[config.mk]
export PLATFORM = sky130hd
export DESIGN_NAME = frame_age_tracker
export DESIGN_NICKNAME = d
export VERILOG_FILES = /design/src/rtl/frame_age_tracker.sv
export SDC_FILE = /design/constraint.sdc
export NUM_CORES = 1
export LEC_CHECK = 0
export ABC_AREA = 1
export BUFFER_PORTS_ARGS = -buffer_cell sky130_fd_sc_hd__buf_2
export CORE_ASPECT_RATIO = 1.1
export CORE_UTILIZATION = 56
export DETAILED_ROUTE_END_ITERATION = 12
export PLACE_DENSITY_LB_ADDON = 0.08
export SETUP_SLACK_MARGIN = 0.2
export SYNTH_ARGS = -nofsm -noshare
export SYNTH_HDL_FRONTEND = slang
export SYNTH_SLANG_ARGS = --single-unit
[constraint.sdc]
create_clock -name clk -period 5.1 [get_ports clk]
set_input_delay 0.51 -clock clk [delete_from_list [all_inputs] [get_ports clk]]
set_output_delay 0.51 -clock clk [all_outputs]
set_load 0.03 [all_outputs]
[src/rtl/frame_age_tracker.sv]
module frame_age_tracker #(
  parameter int FRAMES = 16,
  parameter int AGE_W  = 8,
  localparam int IDX_W = (FRAMES > 1) ? $clog2(FRAMES) : 1
) (
  input  logic             clk,
  input  logic             rst_n,
  input  logic             ref_valid,
  input  logic [IDX_W-1:0] ref_frame,
  input  logic             age_tick,
  input  logic             clr_valid,
  input  logic [IDX_W-1:0] clr_frame,
  input  logic [IDX_W-1:0] rd_frame,
  output logic             rd_bit,
  input  logic             scan_start,
  output logic             scan_busy,
  output logic             scan_done,
  output logic [IDX_W-1:0] victim_frame,
  output logic [AGE_W-1:0] victim_age
);
  localparam logic [IDX_W-1:0] LAST = IDX_W'(FRAMES - 1);

  logic [FRAMES-1:0] ref_bits;
  logic [AGE_W-1:0]  ages [FRAMES];

  for (genvar g = 0; g < FRAMES; g++) begin : g_frame
    logic hit_ref, hit_clr;
    assign hit_ref = ref_valid && (ref_frame == IDX_W'(g));
    assign hit_clr = clr_valid && (clr_frame == IDX_W'(g));

    always_ff @(posedge clk) begin
      if (!rst_n)                   ref_bits[g] <= 1'b0;
      else if (hit_ref)             ref_bits[g] <= 1'b1;
      else if (age_tick || hit_clr) ref_bits[g] <= 1'b0;
    end

    always_ff @(posedge clk) begin
      if (!rst_n)        ages[g] <= '0;
      else if (age_tick) ages[g] <= {ref_bits[g], ages[g][AGE_W-1:1]};
    end
  end

  assign rd_bit = ref_bits[rd_frame];

  logic [IDX_W-1:0] scan_idx, best_idx, nxt_idx;
  logic [AGE_W-1:0] best_age, nxt_age, cur_age;
  logic             take, last;

  assign cur_age = ages[scan_idx];
  assign take    = cur_age < best_age;
  assign nxt_idx = take ? scan_idx : best_idx;
  assign nxt_age = take ? cur_age  : best_age;
  assign last    = scan_idx == LAST;

  always_ff @(posedge clk) begin
    if (!rst_n) begin
      scan_busy    <= 1'b0;
      scan_done    <= 1'b0;
      scan_idx     <= '0;
      best_idx     <= '0;
      best_age     <= '0;
      victim_frame <= '0;
      victim_age   <= '0;
    end else begin
      scan_done <= 1'b0;
      if (!scan_busy) begin
        if (scan_start) begin
          scan_busy <= 1'b1;
          scan_idx  <= '0;
          best_idx  <= '0;
          best_age  <= '1;
        end
      end else begin
        best_idx <= nxt_idx;
        best_age <= nxt_age;
        scan_idx <= scan_idx + 1'b1;
        if (last) begin
          scan_busy    <= 1'b0;
          scan_done    <= 1'b1;
          victim_frame <= nxt_idx;
          victim_age   <= nxt_age;
        end
      end
    end
  end
endmodule

**Word level (Yosys, flattened, before mapping)**

Memories as Yosys holds them, arrays and structs flattened. A register that Yosys moved wholly into a read port is not among the register bits.
Cells that the tools add are included.

- Bits in registers: 46
- Memory bits (writable): 128
- Input bits: 18
- Output and inout bits: 15
- Logic and storage cells: 210
- Memories: 1

Memories:

| name | words | width | rd ports | clocked after Yosys merged registers in | write ports | RTL line | source |
|---|---|---|---|---|---|---|---|
| ages | 16 | 8 | 17 | 1 | 16 | 24 | `logic [AGE_W-1:0] ages [FRAMES];` |

- $add $sub $neg: 1
- Magnitude comparators: 2
- Equal/unequal tests: 31
- Multiplexer cells: 67
- Bitwise logic cells: 16
- Reduce and logical (&&, ||, !) cells: 69

Operators with widths:

| kind | number |
|---|---|
| $mux W8 | 19 |
| $eq A4 B4 Y1 const B | 17 |
| $mux W1 | 41 |
| $reduce_bool A2 Y1 | 17 |
| $eq A4 B3 Y1 const B | 8 |
| $logic_and A1 B1 Y1 | 32 |
| $mux W4 | 6 |
| $eq A4 B2 Y1 const B | 4 |
| $logic_or A1 B1 Y1 | 16 |
| $or A1 B1 Y1 | 16 |
| $eq A4 B1 Y1 const B | 2 |
| $logic_not A4 Y1 | 2 |
| $lt A8 B8 Y1 | 1 |
| $lt A4 B5 Y1 const B | 1 |
| $add A4 B1 Y4 const B | 1 |
| $bmux W1 S4 | 1 |
| $reduce_and A2 Y1 | 2 |

**Logic depth before layout (Yosys ltp)**

- Depth in word-level cells: 5
- Mapped depth: 20
- Mapped depth without buffers: 17

**Worst setup path after synthesis**

OpenSTA, ideal clock, no wires.

- Kind: input to register
- Start: input rst_n
- End: register ref_bits[4]
- Library setup time: 0.322 ns
- Arrival: 4.768 ns
- Data required time: 4.778 ns
- Path slack: 0.010 ns
- Stages: 4
- Buffers on the path: 2
- Cells stage by stage: clkbuf_1 -> nand2_1 -> clkbuf_1 -> o32ai_1

RTL lines:

| what | RTL line | source |
|---|---|---|
| start: declaration | 7 | `input logic rst_n,` |
| end signal: indexed assignment | 32 | `if (!rst_n) ref_bits[g] <= 1'b0;` |
| end signal: indexed assignment | 33 | `else if (hit_ref) ref_bits[g] <= 1'b1;` |
| end signal: indexed assignment | 34 | `else if (age_tick \|\| hit_clr) ref_bits[g] <= 1'b0;` |
| end: declaration | 23 | `logic [FRAMES-1:0] ref_bits;` |

==> results.toml <==
[pwr]
power-per-cell-area_nw_per_um2 = 363.6
ir_drop_mv = 0.2346
power.leakage_nw = 3.737

[die]
die-area_um2 = 15420
rows = 46
core_area_um2 = 14500
die_h_um = 130.2
start_util_pct = 57.64
die_x_um = 118.5
io_pins = 33

[critical_path]
cp_cell_sequence = "buf_4 > inv_1 > buf_4 > a21oi_1 > o21ai_0 > nand3_1 > nand3_1 > nand2_1 > ha_1 > a21oi_1 > nor2_1 > a211oi_1 > nand2_2 > nand2_1 > nand2_1 > o21ai_0 > inv_1"
reg2reg_to = "best_age[7]"
start_kind = "flop"
critPathCapture = "best_age[7]"
r2r_slack_ps = 1800
crit_type = "flop to flop"
cp_slowest_cell = "buf_4"
cp-end-kind = "flop"
cpPeakStageDelay_ps = 370
cp.arrival_ps = 3620
path_common_cell = "nand2_1"
rr_worst_depth = 17
cp.required_ps = 5420
cp_max_fo = 33

[clock_tree]
clk_latency_ps = 430
clock_sinks = 178
clk_path_buf_depth = 2
tritoncts = "yes"
post_cts_resized = 0
cts_root_buffer = "clkbuf_16"
clk_pin_slew_ps = 60
numCtsBuffers = 17
htree_levels = 4
cts_post_setup_buffers_inserted = 0
cts_hold_buf = 0

[logic_synthesis]
synth.largest_area_cell = "edfxtp_1"
synth_top_cell_area_share_pct = 45.97
synth.most_common_cell = "inv_1"
yosysWarningCount = 0
synthDistinctLibCells = 28
synth_enable_flop_cells = 128
ys_seq_elements = 178
synthCells = 955
synthTopCellsByCount = "inv_1 (179), nor2_1 (155), edfxtp_1 (128)"
async_reset_ff_share_pct = 0
synth_flop_cell = "edfxtp_1"
ys_seq_area_share_pct = 57.95
synth_nets = 981
avgSynthCellArea_um2 = 8.754
synth_area_leaders = "edfxtp_1 (46%), dfxtp_1 (12%), inv_1 (8.0%)"
synth_area_um2 = 8361

[sta]
fin_skew_ps = 6.200
worst_pin_slew_ps = 1060
post-route-min-period_ps = 3302
finalSetupViolations = 0
slew_viol_final = 0
fin_crit_sh_pct = 64.75
max_freq_ghz = 0.3028
hold_violations = 0
finalSetupTns_ps = 0
rsz0062_at_grt = "false"
relSlewSlack_pct = 29.09

[run]
max_cap_violations = 0

[global_route]
track_usage_pct = 23.03
grt_pass1_wl_um = 27410
grt_pass1_vias = 5651
grt_max_degree = 96
grt-ovfl-total = 0
antenna_found_initial = 0

[detailed_routing]
dr.pass1.iters = 5
first_iter_violations = 557
wire_per_inst_um = 14.38
postRouteAntennaNets = 0
drt-vias-per-instance = 5.220
num_vias = 6097
drt-total-wl_um = 16800
drc = 0

[finish]
fin_cells = 1168
antenna-diode-count = 0
nets = 989
area_delta_synth_final_pct = 9.952
drive_gt1_share_pct = 9.221
nFillCells = 1277
stdcell_area_um2 = 9193

[placed_design]
dp.cells = 1136
portBuffers = 32
gp_congestion = 0.8314
placed_area_um2 = 8600
hpwl_um = 10680

[status]
status = "completed"

[hold_path]
min_path_type = "input port to flop"
worst max-delay path: cells and delay by family (launching register included):
| family | cells | cell delay (ps) |
|---|---|---|
| compound gates | 5 | 820 |
| fa+ha+maj | 1 | 260 |
| buf+inv | 4 | 900 |
| flops | 1 | 310 |
| simple gates | 7 | 910 |
logic make-up after synthesis:
| logic type | synth area share [%] |
|---|---|
| simple gates | 17.88 |
| buf+inv | 10.97 |
| compound gates | 12.00 |
| flops | 57.95 |
| fa+ha+maj | 1.197 |
power by group:
| part | internal, mW | total [mW] | switching (mW) |
|---|---|---|---|
| clock | 0.765 | 1.31 | 0.548 |
| sequential | 1.63 | 1.66 | 0.0314 |
| combinational | 0.110 | 0.370 | 0.260 |
routing by layer:
layer / share of wire (%) / GRT usage, %
met1: 43 / 27.59
met2: 52 / 42.04
met3: 3.9 / 4.895
met4: 1.2 / 6.776
met5: 0 / 0
worst min-delay path by stage:
| stage | start | to | slack [ps] | depth (start not counted) |
|---|---|---|---|---|
| 6_report | scan_start | flop | 390 | 4 |
| 5_1_grt | ref_frame[1] | ref_bits[3] | 410 | 3 |
| 3_5_place_dp | victim_age[7] | victim_age[7] | 440 | 2 |
| 3_3_place_gp | victim_frame[0] | victim_frame[0] | 440 | 2 |
| 4_1_cts | scan_start | flop | 370 | 4 |
| 2_1_floorplan | best_idx[3] | best_idx[3] | 450 | 2 |
state kept, by name, indices dropped and copies added, names as in the netlist, named ones only:
| signal | flops |
|---|---|
| best_idx | 4 |
| ages | 128 |
| scan_done | 1 |
| scan_busy | 1 |
| victim_age | 8 |
| victim_frame | 4 |
| scan_idx | 4 |
| ref_bits | 16 |
| best_age | 8 |
layout make-up:
class,count,area [um^2],share of cell area (%)
clock inverters,12,125.1,1.361
well taps,192,240.2,2.613
repair buffers,40,220.2,2.396
inverters,181,679.4,7.391
multi-input cells,545,2614,28.43
clock buffers,20,467.9,5.091
flip-flops and latches,178,4846,52.72
through the flow:
step                      hold slack (ps)  utilization, %  worst slack [ps]  total power [mW]
after floorplan                     445.3               -              2047             1.976
after global placement              435.3           59.29              1863             2.056
after detailed placement            435.2           59.29              1825             2.061
after CTS                           373.3           63.38              1802             3.355
after global routing                412.9           63.38              1358             3.478
final                               388.7           63.38              1798             3.342
placed cells by master (no fill, tap or decap), types with 8 or more instances in the layout:
cell type | Yosys | layout
inv_1 | 179 | 179
nor2_1 | 155 | 155
edfxtp_1 | 128 | 128
nand2_1 | 97 | 95
nand3_1 | 82 | 82
a21oi_1 | 80 | 80
o21ai_0 | 72 | 72
dfxtp_1 | 50 | 49
buf_2 | 7 | 32
clkbuf_16 | 0 | 18
o32ai_1 | 11 | 11
ha_1 | 8 | 8
buf_4 | 1 | 8
Note: power is estimated with default switching activity, not from simulation.
